$ cat src/rtl/refsel_pkg.sv
package refsel_pkg;
  localparam int PRIO_W  = 4;
  localparam int FORCE_W = 4;
  typedef logic [PRIO_W-1:0] prio_t;

  function automatic logic is_auto(input logic [FORCE_W-1:0] f);
    return (f == '0) || (f == '1);
  endfunction
endpackage

$ cat src/rtl/refsel_cfg.sv
module refsel_cfg
  import refsel_pkg::*;
#(
  parameter int N      = 14,
  parameter int ADDR_W = 4
) (
  input  logic                      clk_i,
  input  logic                      rst_ni,
  input  logic                      we_i,
  input  logic [ADDR_W-1:0]         addr_i,
  input  logic [PRIO_W-1:0]         wdata_i,
  output logic [N-1:0][PRIO_W-1:0]  prio_o,
  output logic [FORCE_W-1:0]        force_o,
  output logic                      rev_o
);
  localparam logic [ADDR_W-1:0] FORCE_ADDR = ADDR_W'(N);
  localparam logic [ADDR_W-1:0] MODE_ADDR  = ADDR_W'(N + 1);

  for (genvar k = 0; k < N; k++) begin : g_prio
    always_ff @(posedge clk_i or negedge rst_ni) begin
      if (!rst_ni)                                 prio_o[k] <= '0;
      else if (we_i && addr_i == ADDR_W'(k))       prio_o[k] <= wdata_i;
    end
  end

  always_ff @(posedge clk_i or negedge rst_ni) begin
    if (!rst_ni) begin
      force_o <= '1;
      rev_o   <= 1'b0;
    end else if (we_i) begin
      if (addr_i == FORCE_ADDR) force_o <= FORCE_W'(wdata_i);
      if (addr_i == MODE_ADDR)  rev_o   <= wdata_i[0];
    end
  end
endmodule

$ cat src/rtl/refsel_age.sv
// Arrival-order matrix: older_o[a][b] = channel a became eligible before b.
module refsel_age #(
  parameter int N = 14
) (
  input  logic                 clk_i,
  input  logic                 rst_ni,
  input  logic [N-1:0]         elig_i,
  output logic [N-1:0][N-1:0]  older_o
);
  logic [N-1:0]         elig_q;
  logic [N-1:0]         rise;
  logic [N-1:0][N-1:0]  age_q;

  assign rise = elig_i & ~elig_q;

  for (genvar a = 0; a < N; a++) begin : g_row
    for (genvar b = 0; b < N; b++) begin : g_col
      if (a == b) begin : g_diag
        assign older_o[a][b] = 1'b0;
      end else begin : g_pair
        always_comb begin
          unique case ({rise[a], rise[b]})
            2'b11:   older_o[a][b] = (a < b);  // same-cycle arrivals
            2'b10:   older_o[a][b] = 1'b0;
            2'b01:   older_o[a][b] = 1'b1;
            default: older_o[a][b] = age_q[a][b];
          endcase
        end
      end
    end
  end

  always_ff @(posedge clk_i or negedge rst_ni) begin
    if (!rst_ni) begin
      elig_q <= '0;
      age_q  <= '0;
    end else begin
      elig_q <= elig_i;
      age_q  <= older_o;
    end
  end
endmodule

$ cat src/rtl/refsel_pick.sv
module refsel_pick
  import refsel_pkg::*;
#(
  parameter int N     = 14,
  parameter int IDX_W = 4
) (
  input  logic [N-1:0]              elig_i,
  input  logic [N-1:0][PRIO_W-1:0]  prio_i,
  input  logic [N-1:0][N-1:0]       older_i,
  output logic                      found_o,
  output logic [IDX_W-1:0]          idx_o,
  output logic [PRIO_W-1:0]         prio_o
);
  logic [N-1:0][N-1:0] beats;  // beats[a][b]: a ranks above b
  logic [N-1:0]        win;

  for (genvar a = 0; a < N; a++) begin : g_a
    for (genvar b = 0; b < N; b++) begin : g_b
      if (a == b) begin : g_self
        assign beats[a][b] = 1'b0;
      end else begin : g_cmp
        assign beats[a][b] = elig_i[a] &&
          ((prio_i[a] < prio_i[b]) ||
           ((prio_i[a] == prio_i[b]) && older_i[a][b]));
      end
    end
  end

  always_comb begin
    win = elig_i;
    for (int a = 0; a < N; a++)
      for (int b = 0; b < N; b++)
        if (beats[a][b]) win[b] = 1'b0;
  end

  always_comb begin
    found_o = |win;
    idx_o   = '0;
    prio_o  = '0;
    for (int k = 0; k < N; k++) begin
      if (win[k]) begin
        idx_o  = idx_o  | IDX_W'(k + 1);
        prio_o = prio_o | prio_i[k];
      end
    end
  end
endmodule

$ cat src/rtl/refsel_top.sv
// N is limited to 1..14 so every channel number fits the 4-bit force field.
module refsel_top
  import refsel_pkg::*;
#(
  parameter int N      = 14,
  parameter int IDX_W  = $clog2(N + 1),
  parameter int ADDR_W = $clog2(N + 2)
) (
  input  logic               clk_i,
  input  logic               rst_ni,
  input  logic [N-1:0]       ref_valid_i,
  input  logic               cfg_we_i,
  input  logic [ADDR_W-1:0]  cfg_addr_i,
  input  logic [PRIO_W-1:0]  cfg_wdata_i,
  output logic [IDX_W-1:0]   sel_idx_o,
  output logic               sel_valid_o,
  output logic               sel_switch_o
);
  logic [N-1:0][PRIO_W-1:0] prio_q;
  logic [FORCE_W-1:0]       force_q;
  logic                     rev_q;
  logic [N-1:0]             elig;
  logic [N-1:0][N-1:0]      older;
  logic                     best_found;
  logic [IDX_W-1:0]         best_idx;
  logic [PRIO_W-1:0]        best_prio;

  logic [IDX_W-1:0] sel_idx_q, idx_d;
  logic             sel_valid_q, vld_d, switch_q;
  logic             auto_mode, cur_elig, frc_ok, frc_valid;
  logic [PRIO_W-1:0] cur_prio;

  refsel_cfg #(.N(N), .ADDR_W(ADDR_W)) u_cfg (
    .clk_i   (clk_i),
    .rst_ni  (rst_ni),
    .we_i    (cfg_we_i),
    .addr_i  (cfg_addr_i),
    .wdata_i (cfg_wdata_i),
    .prio_o  (prio_q),
    .force_o (force_q),
    .rev_o   (rev_q)
  );

  for (genvar k = 0; k < N; k++) begin : g_elig
    assign elig[k] = ref_valid_i[k] && (prio_q[k] != '0);
  end

  refsel_age #(.N(N)) u_age (
    .clk_i   (clk_i),
    .rst_ni  (rst_ni),
    .elig_i  (elig),
    .older_o (older)
  );

  refsel_pick #(.N(N), .IDX_W(IDX_W)) u_pick (
    .elig_i  (elig),
    .prio_i  (prio_q),
    .older_i (older),
    .found_o (best_found),
    .idx_o   (best_idx),
    .prio_o  (best_prio)
  );

  always_comb begin
    auto_mode = is_auto(force_q);
    cur_elig  = 1'b0;
    cur_prio  = '0;
    frc_ok    = 1'b0;
    frc_valid = 1'b0;
    for (int k = 0; k < N; k++) begin
      if (sel_idx_q == IDX_W'(k + 1)) begin
        cur_elig = elig[k];
        cur_prio = prio_q[k];
      end
      if (force_q == FORCE_W'(k + 1)) begin
        frc_ok    = 1'b1;
        frc_valid = ref_valid_i[k];
      end
    end
  end

  always_comb begin
    idx_d = sel_idx_q;
    vld_d = 1'b0;
    if (!auto_mode) begin
      if (frc_ok) begin
        idx_d = IDX_W'(force_q);
        vld_d = frc_valid;
      end
    end else if (sel_valid_q && cur_elig &&
                 !(rev_q && best_found && (best_prio < cur_prio))) begin
      vld_d = 1'b1;  // keep current source
    end else if (best_found) begin
      idx_d = best_idx;
      vld_d = 1'b1;
    end
  end

  always_ff @(posedge clk_i or negedge rst_ni) begin
    if (!rst_ni) begin
      sel_idx_q   <= '0;
      sel_valid_q <= 1'b0;
      switch_q    <= 1'b0;
    end else begin
      sel_idx_q   <= idx_d;
      sel_valid_q <= vld_d;
      switch_q    <= (idx_d != sel_idx_q);
    end
  end

  assign sel_idx_o    = sel_idx_q;
  assign sel_valid_o  = sel_valid_q;
  assign sel_switch_o = switch_q;
endmodule

$ cat config.mk
export PLATFORM = sky130hd
export DESIGN_NAME = refsel_top
export DESIGN_NICKNAME = d
export VERILOG_FILES = /design/src/rtl/refsel_pkg.sv /design/src/rtl/refsel_cfg.sv /design/src/rtl/refsel_age.sv /design/src/rtl/refsel_pick.sv /design/src/rtl/refsel_top.sv
export SDC_FILE = /design/constraint.sdc
export NUM_CORES = 1
export LEC_CHECK = 0
export BUFFER_PORTS_ARGS = -buffer_cell sky130_fd_sc_hd__buf_2
export CORE_MARGIN = 3
export CORE_UTILIZATION = 50
export DETAILED_ROUTE_END_ITERATION = 16
export PLACE_DENSITY = 0.66
export SYNTH_ARGS = -nofsm -noshare
export SYNTH_HDL_FRONTEND = slang
export SYNTH_SLANG_ARGS = --single-unit
$ cat constraint.sdc
create_clock -name clk_i -period 5 [get_ports clk_i]
set_input_delay 0.5 -clock clk_i [delete_from_list [all_inputs] [get_ports clk_i]]
set_output_delay 0.5 -clock clk_i [all_outputs]
set_load 0.01 [all_outputs]
Yosys cells after proc, flatten, opt, wreduce, memory -nomap -nowiden
Index checks and enable logic that the tools add are counted.

operators by class
  $add $sub $neg = 0
  multipliers = 0
  divide/modulo/power cells = 0
  magnitude comparators = 183
  equality and inequality tests = 773
  shifts and indexed selects = 0
  multiplexer cells = 456
  bitwise operators = 15
  reductions and logical operators = 781

operators with widths
  kind                                            count
  less-than comparator 4 bit                      183
  == test 2 bit (second input constant)           364
  == test 4 bit                                   182
  logical AND 1 bit                               396
  == test 2 x 1 -> 1 bit (second input constant)  182
  one-hot mux 1 bit (2 select lines)              182
  OR reduction 2 bit                              182
  2-to-1 mux 1 bit                                229
  logical OR 1 bit                                183
  2-to-1 mux 4 bit                                39
  == test 4 bit (second input constant)           23
  nonzero test 4 bit                              14
  OR 4 bit                                        13
  == test 4 x 3 -> 1 bit (second input constant)  12
  == test 4 x 2 -> 1 bit (second input constant)  6
  AND 14 bit                                      1
  NOT 14 bit                                      1
  OR reduction 14 bit                             1
  == test 4 x 1 -> 1 bit (second input constant)  3
  2-to-1 mux 3 bit                                4
  zero test 4 bit                                 2
  2-to-1 mux 2 bit                                2
  inequality test 4 bit                           1
  AND reduction 2 bit                             2
  zero test 1 bit                                 1

word-level totals
  register bits = 263
  bits in latches = 0
  bits in writable memories = 0
  ROM bits = 0
  input bits = 25
  output and inout bits = 6
  logic and storage cells = 2242
  memories = 0

Logic depth before layout (Yosys ltp)
Gate-level depths: netlist of the first run.

  word-level depth = 56
  gate-level depth with buffers = 23
  mapped depth without buffers = 23

By module
Synthesis of the first run repeated with hierarchy kept, for this count alone.

second synthesis, totals
  cell total of the unflattened synthesis = 2287
  area, all modules = 22193.8 µm²

by module, submodules not included
  module       instances  cells each  area each (µm²)  sequential area each (µm²)
  refsel_pick  1          1483        11174.5          0.0
  refsel_age   1          449         7054.3           4904.7
  refsel_cfg   1          150         2367.3           1531.5
  refsel_top   1          205         1597.8           150.1

Worst setup path after synthesis of the first run
OpenSTA, ideal clock, no wires.

  path kind = register to register
  from = register u_cfg.prio_o[48] (netlist name)
  to = register sel_idx_q[2], in the netlist sel_idx_o[2]
  data arrival time = 4.279 ns
  data required time = 4.874 ns
  setup slack = 0.595 ns
  cell stages (with the launch flop) = 22
  buffers on the path = 1
  clock period less this slack = 4.405 ns
  path through = dfrtp_1 -> o41ai_4 -> inv_2 -> buf_6 -> and2_4 -> nand2_1 -> o32a_1 -> nand4_1 -> or4_4 -> o221ai_1 -> a221oi_1 -> nand3_1 -> ha_1 -> nand2_1 -> and4b_1 -> o21ai_0 -> a21oi_1 -> and3_4 -> a31oi_4 -> nor2_4 -> mux2_1 -> o32a_1

on the way
  cells in the longest elaborated chain, start to end = 44

RTL lines
  item                                RTL line           source
  start, declared                     refsel_cfg.sv:12   output logic [N-1:0][PRIO_W-1:0] prio_o,
  start signal, assigned by index     refsel_cfg.sv:22   else if (we_i && addr_i == ADDR_W'(k)) prio_o[k] <= wdata_i;
  nonzero test 4 bit *                refsel_top.sv:45   assign elig[k] = ref_valid_i[k] && (prio_q[k] != '0);
  logical AND 1 bit *                 refsel_top.sv:45
  named net elig[12]                  refsel_top.sv:22   logic [N-1:0] elig;
  AND 14 bit                          refsel_age.sv:14   assign rise = elig_i & ~elig_q;
  == test 2 bit                       refsel_age.sv:22   unique case ({rise[a], rise[b]})
  OR reduction 2 bit (no line)        --
  one-hot mux 1 bit (2 select lines)  refsel_age.sv:22
  logical AND 1 bit                   refsel_pick.sv:24  ((prio_i[a] == prio_i[b]) && older_i[a][b]));
  [... 30 more ...]                   --
  2-to-1 mux 4 bit                    refsel_pick.sv:41  if (win[k]) begin
  less-than comparator 4 bit          refsel_top.sv:91   !(rev_q && best_found && (best_prio < cur_prio))) begin
  logical AND 1 bit                   refsel_top.sv:91
  zero test 1 bit                     refsel_top.sv:91
  logical AND 1 bit                   refsel_top.sv:90   end else if (sel_valid_q && cur_elig &&
  2-to-1 mux 4 bit *                  refsel_top.sv:90
  2-to-1 mux 4 bit *                  refsel_top.sv:85   if (!auto_mode) begin
  named net idx_d[2]                  refsel_top.sv:28   logic [IDX_W-1:0] sel_idx_q, idx_d;
  end signal, assigned                refsel_top.sv:105  sel_idx_q <= idx_d;
  end, declared                       refsel_top.sv:28

The timed path passes the listed nets; every way through them passes the cells marked *.
A chain may end at the register's enable or synchronous reset.

Worst setup path in the final report of the first run
  from = register u_cfg.prio_o[54] (netlist name)
  to = register sel_idx_q[2], in the netlist sel_idx_o[2]

on the way
  cells in the longest elaborated chain, start to end = 43

RTL lines
  item                                RTL line           source
  nonzero test 4 bit                  refsel_top.sv:45
  logical AND 1 bit                   refsel_top.sv:45
  AND 14 bit                          refsel_age.sv:14
  == test 2 bit                       refsel_age.sv:22
  OR reduction 2 bit (no line)        --
  one-hot mux 1 bit (2 select lines)  refsel_age.sv:22
  logical AND 1 bit                   refsel_pick.sv:24
  logical OR 1 bit                    refsel_pick.sv:23  ((prio_i[a] < prio_i[b]) ||
  [... 28 more ...]                   --
  2-to-1 mux 4 bit                    refsel_pick.sv:41
  less-than comparator 4 bit          refsel_top.sv:91
  logical AND 1 bit                   refsel_top.sv:91
  zero test 1 bit                     refsel_top.sv:91
  logical AND 1 bit                   refsel_top.sv:90
  2-to-1 mux 4 bit *                  refsel_top.sv:90
  2-to-1 mux 4 bit *                  refsel_top.sv:85
  named net idx_d[2]                  refsel_top.sv:28

Marks and branches as above.

==> results.md, run 1 <==
Route:
- After detailed routing, the number of remaining DRC violations is 0.
- For this block, the routed nets add up to 124 mm of wire.
- Once detail routing completed, the nets flagged for antenna violations numbered 0.
- The first-pass iteration count of the detailed router is 7.
- The violation count after the first detailed-route iteration is 4,289.
- After detailed routing, the number of vias per cell comes to 7.09.
- In the final routed layout, each cell accounts on average for 32.9 um.
- The number of vias after detailed routing is 26,800.

Floorplan:
- 31 I/O pins were placed.
- For this configuration, the core starts out at a cell density of 51.1%.
- The floorplan step defined a core boundary enclosing 43,600 um^2.
- The height of the chip is 217 um.
- The site row count is 76.
- The die width is 217 um.
- The die covers 47,100 um^2.

Synth:
- The dominant register cell in the synthesized netlist is sky130_fd_sc_hd__dfrtp_1.
- Synthesis inferred 263 register bits.
- The share of the synthesized area in the top cell type is 29.1%.
- The share of async-settable or async-resettable flops after synthesis is 100%.
- The number of standard cells after synthesis is 2,613.
- The simple logic cell fraction of the synthesized area is 22.3%.
- The compound-gate portion of the synthesized area is 20.9%.
- The share of the yosys chip area belonging to registers is 29.6%.
- The most area-hungry cell type in the Yosys netlist is sky130_fd_sc_hd__dfrtp_1.
- The most numerous cell in the Yosys netlist is sky130_fd_sc_hd__nand2_1.
- After synthesis, the share of cell area in mux cells is 3.06%.
- The synthesized netlist contains 87 unique library cells.
- The count of warnings emitted by yosys is 0.
- The synthesized cell area is 22,300 um^2.
- The synthesized area divided by synthesized cell count is 8.52 um^2.
- After synthesis, the largest family of logic cells by area is simple AND/OR/NAND/NOR gates.
- The post-synthesis adder-cell area fraction is 20.6%.
- The number of nets produced by synthesis is 3,005.
- After Yosys synthesis, XOR and XNOR cells account for 0% of the synthesized area.
- The commonest cells after synthesis are sky130_fd_sc_hd__nand2_1, sky130_fd_sc_hd__ha_1, sky130_fd_sc_hd__dfrtp_1, sky130_fd_sc_hd__nor2_1, sky130_fd_sc_hd__a21oi_1.
- By area the synthesized netlist is led by sky130_fd_sc_hd__dfrtp_1, sky130_fd_sc_hd__ha_1, sky130_fd_sc_hd__nand2_1, sky130_fd_sc_hd__a21oi_1, sky130_fd_sc_hd__nor2_1.
- The number of flops mapped to enable cells by yosys is 0.

Clocking:
- After clock tree synthesis, the clock-pin slew on the worst setup and hold paths is 0.06 ns.
- The clock reaches the later pin of the worst-skew pair after 0.60 ns.
- The clock net in this run drives a total of 263 sinks.
- The number of buffers created by CTS is 30.
- The TritonCTS clock tree is done.
- The longest clock path from root to sink contains 3 buffers.
- Clock tree synthesis selected as its root buffer the cell sky130_fd_sc_hd__clkbuf_16.
- The number of H-tree levels is 1.

Hold path:
- The startpoint of the tightest hold check path is ref_valid_i[1].
- The min-delay analysis places its worst path in the category primary input to register.
- Counting instances, the worst hold path has a depth of 3.
- The worst hold path terminates at u_age.elig_q[1].

Status:
- The final reports fail on setup timing.
- The flow ran to the end, but the final reports show violations.

Power and ir drop:
- Across the VDD grid, the largest voltage drop is 443 uV.
- The power density over cell area is 543 nW/um^2.
- The leakage power total is 0.0137 uW.

Worst setup path:
- In this run the worst path has a maximum fanout of 4.
- STA classifies the critical path startpoint as a register.
- STA puts the critical path data required time at 5.48 ns.
- The worst setup path is of the register to register kind.
- The nature of the critical path endpoint is a register.
- STA puts the critical path data arrival time at 5.52 ns.
- For flop-to-flop paths, the worst setup slack is -0.04 ns.
- The end of the worst register-to-register path is sel_idx_o[2].
- The number of cells on the worst reg-to-reg path is 22.
- The startpoint identified for the worst register-to-register timing path is u_cfg.prio_o[54].

Cells and area:
- The net total in the final layout is 3,554.
- The area taken by multi-input logic gates is 15,400 um^2.
- After the flow finishes, the layout carries non-filler instances totaling 3,774.
- Cells with a size suffix above 1 make up 26.7% of the layout.
- The layout filler cell count is 3,583.
- The area growth from synthesis to layout is 31.6%.
- In the final layout, flip-flops and latches occupy 6610 um^2.

STA:
- The number of failing hold endpoints at the final stage is 0.
- The worst slew margin relative to its limit is 17.3%.
- The final setup skew is 0.00905 ns.
- At the pin with the least slew margin, the transition time is 1.24 ns.
- The highest clock rate is 0.198 GHz.
- Setup slack on the critical path of the routed design comes to -0.0410 ns.
- The final critical path takes up 101% of the cycle.
- The number of pins exceeding their max-slew limit in the final report is 0.
- After layout, the minimum clock period comes to 5.04 ns.
- The setup total negative slack is -0.0410 ns.
- The number of setup violations in the final report is 1.

Placed design:
- The cell count after placement is 3,665.
- The congestion estimate from routability-driven global placement came to 1.17.
- The post-detailed-placement half-perimeter wirelength is 96.5 mm.
- The count of port buffers added during placement is 30.

Job:
- Max-cap violations in this run came to 0.

Global route:
- The number of antenna violations at the first check in global routing is 3.
- The wire length of the first global-routing pass is 175 mm.
- For this run the aggregate overflow at the end of global routing stands at 0.
- The number of global-route vias before repair came to 25,500.
- Across every metal layer, demand over resource in global routing totals 51.1%.
- The largest net degree at the start of global routing is 133.
==> repair_timing <==
item | in CTS | in global routing
hold endpoints to repair | 63 | 0
setup buffers | 4 | 45
endpoints found under the setup margin | 5 | 5
resized for setup | 24 | 113
hold buffers | 1 | 0
pin swaps | 6 | 50
==> per-stage QoR <==
step / util [%] / hold WS (ns) / power (uW) / cell area [um^2] / setup WS, ns
2_1_floorplan: - / 0.204 / 7800 / 22300 / 0.595
3_3_place_gp: 62.6 / 0.459 / 12100 / 27300 / -0.325
3_5_place_dp: 62.6 / 0.464 / 12400 / 27300 / -0.303
4_1_cts: 65.4 / 0.322 / 14900 / 28500 / 0.00112
5_1_grt: 67.3 / 0.336 / 16500 / 29300 / -0.0721
6_report: 67.3 / 0.350 / 15900 / 29300 / -0.0410
==> per-layer routing <==
metal	part of all wire [%]	up-vias	GRT usage (%)
met5	0.018	-	0
met4	10	4	37.6
met3	15	738	16.5
met2	39	2498	73.4
met1	35	12700	64.2
li1	-	10900	-
==> final cells by class <==
| cell class | instances | share of cell area [%] |
|---|---|---|
| antenna | 3 | 0.0256 |
| clock buffer | 38 | 2.91 |
| clock inverter | 18 | 0.683 |
| inverter | 107 | 1.41 |
| multi-input combinational | 2149 | 52.6 |
| sequential | 263 | 22.5 |
| tap | 585 | 2.50 |
| timing repair buffer | 611 | 17.4 |
==> kinds of logic (layout without fill, tap and decap cells) <==
kind of cell               count (synthesis)  after routing
other                                      0              3
and+or+nand+nor                         1048           1048
muxes                                     56             56
AOI/OAI and AO/OA                        678            678
buffers and inverters                    201            774
adders and majority gates                367            367
DFF                                      263            263
==> critical path, stage by stage (launching register included) <==
cell and delay, ns:
sky130_fd_sc_hd__dfrtp_1 0.39, sky130_fd_sc_hd__inv_1 0.16, sky130_fd_sc_hd__buf_4 0.20, sky130_fd_sc_hd__ha_1 0.30, sky130_fd_sc_hd__nand4_1 0.37, sky130_fd_sc_hd__nand2_1 0.22
sky130_fd_sc_hd__a21oi_2 0.07, sky130_fd_sc_hd__a31oi_1 0.23, sky130_fd_sc_hd__nand4_1 0.30, sky130_fd_sc_hd__or4_4 0.63, sky130_fd_sc_hd__o221ai_2 0.21, sky130_fd_sc_hd__a221oi_2 0.06
sky130_fd_sc_hd__nand3_2 0.13, sky130_fd_sc_hd__ha_4 0.21, sky130_fd_sc_hd__nand2_1 0.08, sky130_fd_sc_hd__and4b_1 0.18, sky130_fd_sc_hd__o21ai_1 0.07, sky130_fd_sc_hd__a21oi_1 0.13
sky130_fd_sc_hd__and3_4 0.20, sky130_fd_sc_hd__a31oi_4 0.10, sky130_fd_sc_hd__nor2_4 0.20, sky130_fd_sc_hd__mux2_4 0.32, sky130_fd_sc_hd__o32a_1 0.16
==> registers in the layout (all words and copies together) (netlist names) <==
signal,count
sel_valid_o,1
u_age.age_q,182
u_cfg.prio_o,56
u_cfg.force_o,4
sel_switch_o,1
u_age.elig_q,14
u_cfg.rev_o,1
sel_idx_o,4
==> power breakdown <==
| part | total [uW] | switching [uW] | internal (uW) |
|---|---|---|---|
| logic | 10200 | 6120 | 4050 |
| registers | 3370 | 620 | 2740 |
| clock network | 2380 | 1010 | 1370 |
| total | 15900 | 7750 | 8160 |
==> how the worst max path moves through the flow <==
stage | from | to | cells after the start
floorplan | u_cfg.prio_o[48] | sel_idx_o[2] | 21
global placement | u_cfg.prio_o[45] | sel_idx_o[2] | 26
detailed placement | u_cfg.prio_o[45] | sel_idx_o[2] | 26
CTS | u_cfg.prio_o[25] | sel_idx_o[2] | 22
global route | u_cfg.prio_o[55] | sel_idx_o[2] | 23
finish | u_cfg.prio_o[54] | sel_idx_o[2] | 22
==> placed cells by master (no fill, tap or decap), types with 8 or more instances in the layout <==
cell type,n
sky130_fd_sc_hd__a31oi_1,15
sky130_fd_sc_hd__nor2_1,234
sky130_fd_sc_hd__or3_1,11
sky130_fd_sc_hd__inv_1,85
sky130_fd_sc_hd__buf_2,29
sky130_fd_sc_hd__o32ai_1,19
sky130_fd_sc_hd__nor2b_1,70
sky130_fd_sc_hd__nor3_1,44
sky130_fd_sc_hd__mux2i_1,14
sky130_fd_sc_hd__inv_2,19
sky130_fd_sc_hd__mux2_2,35
sky130_fd_sc_hd__nand2b_1,25
sky130_fd_sc_hd__and3_1,9
sky130_fd_sc_hd__nand2_1,392
sky130_fd_sc_hd__a211o_1,23
sky130_fd_sc_hd__buf_4,520
sky130_fd_sc_hd__nor4_1,21
sky130_fd_sc_hd__o21ai_0,111
sky130_fd_sc_hd__ha_1,363
sky130_fd_sc_hd__clkbuf_16,31
sky130_fd_sc_hd__a21oi_2,8
sky130_fd_sc_hd__o31ai_1,11
sky130_fd_sc_hd__dfrtp_1,244
sky130_fd_sc_hd__nand3_1,65
sky130_fd_sc_hd__o211ai_1,80
sky130_fd_sc_hd__o22ai_1,12
sky130_fd_sc_hd__and4_1,17
sky130_fd_sc_hd__dfrtp_2,15
sky130_fd_sc_hd__buf_6,21
sky130_fd_sc_hd__a211oi_1,24
sky130_fd_sc_hd__o41ai_4,13
sky130_fd_sc_hd__buf_12,39
sky130_fd_sc_hd__o32a_1,11
sky130_fd_sc_hd__nand4_1,86
sky130_fd_sc_hd__nor4_4,8
sky130_fd_sc_hd__a22oi_1,11
sky130_fd_sc_hd__a221oi_1,8
sky130_fd_sc_hd__a21oi_1,231
Note: power is estimated with default switching activity, not from simulation.
==> inputs of run 2 (changes only) <==
--- a/config.mk
+++ b/config.mk
@@ -9,6 +9,7 @@
 export CORE_MARGIN = 3
 export CORE_UTILIZATION = 50
 export DETAILED_ROUTE_END_ITERATION = 16
+export MAX_ROUTING_LAYER = met4
 export PLACE_DENSITY = 0.66
 export SYNTH_ARGS = -nofsm -noshare
 export SYNTH_HDL_FRONTEND = slang
==> run 2 against run 1 <==
  * The flow finishes with violations (hold timing)
  * Maximum frequency is 1.8% higher
  * Worst setup slack better by 0.088 ns
  * Sequential share of layout area is 0.30 points higher
  * Critical path type unchanged
  * Final cell count is 0.66% lower
  * Wire length is 0.58% higher
  * Clock power is 3% lower
  * Via count is 1.5% lower
  * Non-clock buffer count is 21 lower
==> results.md, run 2 (same netlist as run 1, synthesis figures left out) <==
Status:
- The flow ran to the end, but the final reports show violations.
- The final reports fail on hold timing.

Cells and area:
- The fraction of layout instances using a drive strength above 1 is 25.8%.
- Compared with the post-synthesis result, the final layout area differs by 29.9%.
- The commonest non-fill, non-tap cell in the layout is sky130_fd_sc_hd__buf_4.
- The largest registers in the layout are u_age.age_q (182), u_cfg.prio_o (56), u_age.elig_q (14).
- The register with the most flip-flops in the layout has 182 of them.
- The final cell count without fillers is 3,749.
- The register with the most flip-flops in the final layout is u_age.age_q.
- The net total in the final layout is 3,531.
- After routing the design area is 28,900 um^2.
- In the layout the commonest cells are sky130_fd_sc_hd__buf_4, sky130_fd_sc_hd__nand2_1, sky130_fd_sc_hd__ha_1.
- The layout has 3,651 filler cells.

Worst setup path:
- The worst setup path is launched from a register.
- Along the worst path, the maximum fanout reaches 9.
- The signal on the critical path passes through buf_4 -> o41ai_4 -> buf_4 -> o21ai_0 -> a32oi_1 -> o311a_1 -> nand3_2 -> nor4_4 -> a22oi_1 -> o221ai_1 -> a221oi_1 -> nand3_1 -> ha_1 -> nand2_1 -> and4b_1 -> o21ai_1 -> a21oi_1 -> and3_4 -> a31oi_4 -> nor2_4 -> mux2_1 -> o32a_1.
- The required time at the endpoint of the critical path is 5.47 ns.
- The critical path in this run is classified as register to register.
- The setup slack of the worst register-to-register path is 0.05 ns.
- The worst setup path is captured at a register.
- The cell repeated most along the worst path is sky130_fd_sc_hd__buf_4.
- The data arrival time at the worst-slack endpoint is 5.43 ns.
- The maximum single-stage delay on the critical path is 0.48 ns.
- The cell with the largest stage delay on the worst path is sky130_fd_sc_hd__dfrtp_2.

Route:
- Summed over all nets, wire length on met3 after detailed routing comes to 18.9 mm.
- The total met2 wirelength after detailed routing is 48.2 mm.
- The final layout contains routed wiring with a total length of 125 mm.
- Across all layers, the routed design uses 26,400 vias.
- The routed via count divided by cell count is 7.03.
- Once detail routing completed, the nets flagged for antenna violations numbered 0.
- In the final routing, the length of wire on met1 measures 44.3 mm.
- The DRC violation count after routing is 0.
- In this run the top signal layer used is met4.
- The first TritonRoute pass finished after 7 iterations.
- Dividing the detail-routed wire length by the instance count gives 33.3 um.
- The violation count after the first detailed-route iteration is 4,305.

STA:
- The final critical-path setup slack is 0.0466 ns.
- In this run the tightest slew margin relative to its limit is 19.4%.
- The number of pins exceeding their max-slew limit in the final report is 0.
- The final setup skew is 0.0280 ns.
- At the pin with the least slew margin, the transition time is 1.21 ns.
- The setup total negative slack is 0 ns.
- The worst hold-check slack is -0.00551 ns.
- After layout, the worst path uses 99.1% of the clock period.
- The number of failing hold endpoints at the final stage is 3.
- The shortest period the worst path allows is 4.95 ns.
- The number of setup violations in the final report is 0.
- The highest clock rate is 0.202 GHz.

Clocking:
- For this design, the sink count on the clock tree is 263.
- The count of hold buffers inserted by post-cts repair is 0.
- TritonCTS built the clock tree.
- After clock tree synthesis, the clock-pin slew on the worst setup and hold paths is 0.07 ns.
- CTS built an H-tree with a depth of 1.
- For the worst-skew pair, the clock arrives at the later sink with an insertion delay of 0.60 ns.
- The buffer type at the clock tree root is sky130_fd_sc_hd__clkbuf_16.
- No sink is reached through more buffers than the 3 on the longest clock path.
- The number of buffers created by CTS is 28.

Global route:
- The number of global-route vias before repair was 24,900.
- The total routing resource utilization after global routing is 53.1%.
- The total overflow reported by the global router is 0.
- Entering global routing, the biggest net connects 111 pins.
- The number of antenna violations at the first check in global routing was 2.
- The first global-routing pass estimated 175 mm of wire.

Power and ir drop:
- For this design the static power due to leakage is 0.0135 uW.
- The power density over cell area is 544 nW/um^2.
- The worst-case IR drop observed on VDD is 415 uV.

Placed design:
- The placement-stage cell area is 27,200 um^2.
- In this run the tool buffered the top-level ports with 30 buffer cells.
- The cell count after placement is 3,663.
- The post-detailed-placement half-perimeter wirelength is 98.5 mm.
- The routability congestion estimate from global placement is 1.23.
- The setup slack after placement is -0.369 ns.

Floorplan:
- The die covers 47,100 um^2.
- The core area is 43,600 um^2.
- The initial utilization of the core area, before any placement, comes to 51.1%.
- The total I/O pin count is 31.
- The site row count is 76.
- The height of the chip is 217 um.
- Measured along the x axis, the die boundary spans 217 um.

Hold path:
- The path class of the lowest-slack min-delay path is primary input to async pin.

Job:
- The number of maximum-capacitance violations is 0.
run 2: final cells by class:
cell class | instances | area [um^2] | area share (%)
tap | 585 | 732 | 2.53
sequential | 263 | 6610 | 22.8
clock buffer | 37 | 816 | 2.82
antenna | 5 | 12.5 | 0.0433
multi-input combinational | 2149 | 15300 | 52.9
inverter | 107 | 423 | 1.46
clock inverter | 13 | 184 | 0.636
timing repair buffer | 590 | 4860 | 16.8
run 2: critical path: cells and delay by family (launching register included):
family | cells | cell delay (ns)
flip-flops | 1 | 0.48
AND/OR/NAND/NOR | 7 | 1.33
buffers and inverters | 2 | 0.50
AO/OA/AOI/OAI | 11 | 1.93
adder cells (fa/ha/maj) | 1 | 0.25
multiplexers | 1 | 0.33
run 2: metrics by stage:
step / hold WS, ns / util (%) / total power [uW]
after floorplan: 0.204 / - / 7800
after global placement: 0.453 / 62.4 / 12300
after detailed placement: 0.465 / 62.4 / 12500
after CTS: 0.0416 / 64.9 / 14900
after global routing: 0.0663 / 66.4 / 16300
final: -0.00551 / 66.4 / 15700
run 2: metal layers:
metal	track usage (%)	up-vias
met5	-	-
met4	38.9	0
met3	17.9	752
met2	72.4	2417
met1	65.1	12400
li1	-	10800
run 2: where the power goes:
part,internal (uW),leakage [uW],switching (uW)
logic,3980,0.00992,6080
clock network,1350,0.000490,959
registers,2750,0.00307,605
run 2: what timing repair did:
action / in CTS / in global routing
endpoints found under the hold margin: 0 / 0
setup endpoints to repair: 5 / 5
pin swaps: 3 / 34
setup buffers: 2 / 30
gates resized for setup: 16 / 103
run 2: final timing paths:
kind                                     to  cells after the start              from
max                            sel_idx_o[2]                     22  u_cfg.prio_o[12]
min                            sel_idx_o[0]                      1            rst_ni
max reg2reg                    sel_idx_o[2]                     22  u_cfg.prio_o[12]
min reg2reg                 u_age.age_q[22]                      2   u_age.age_q[22]
max in group asynchronous    u_age.age_q[3]                      2            rst_ni
min in group clk_i         u_cfg.force_o[1]                      3    cfg_wdata_i[1]
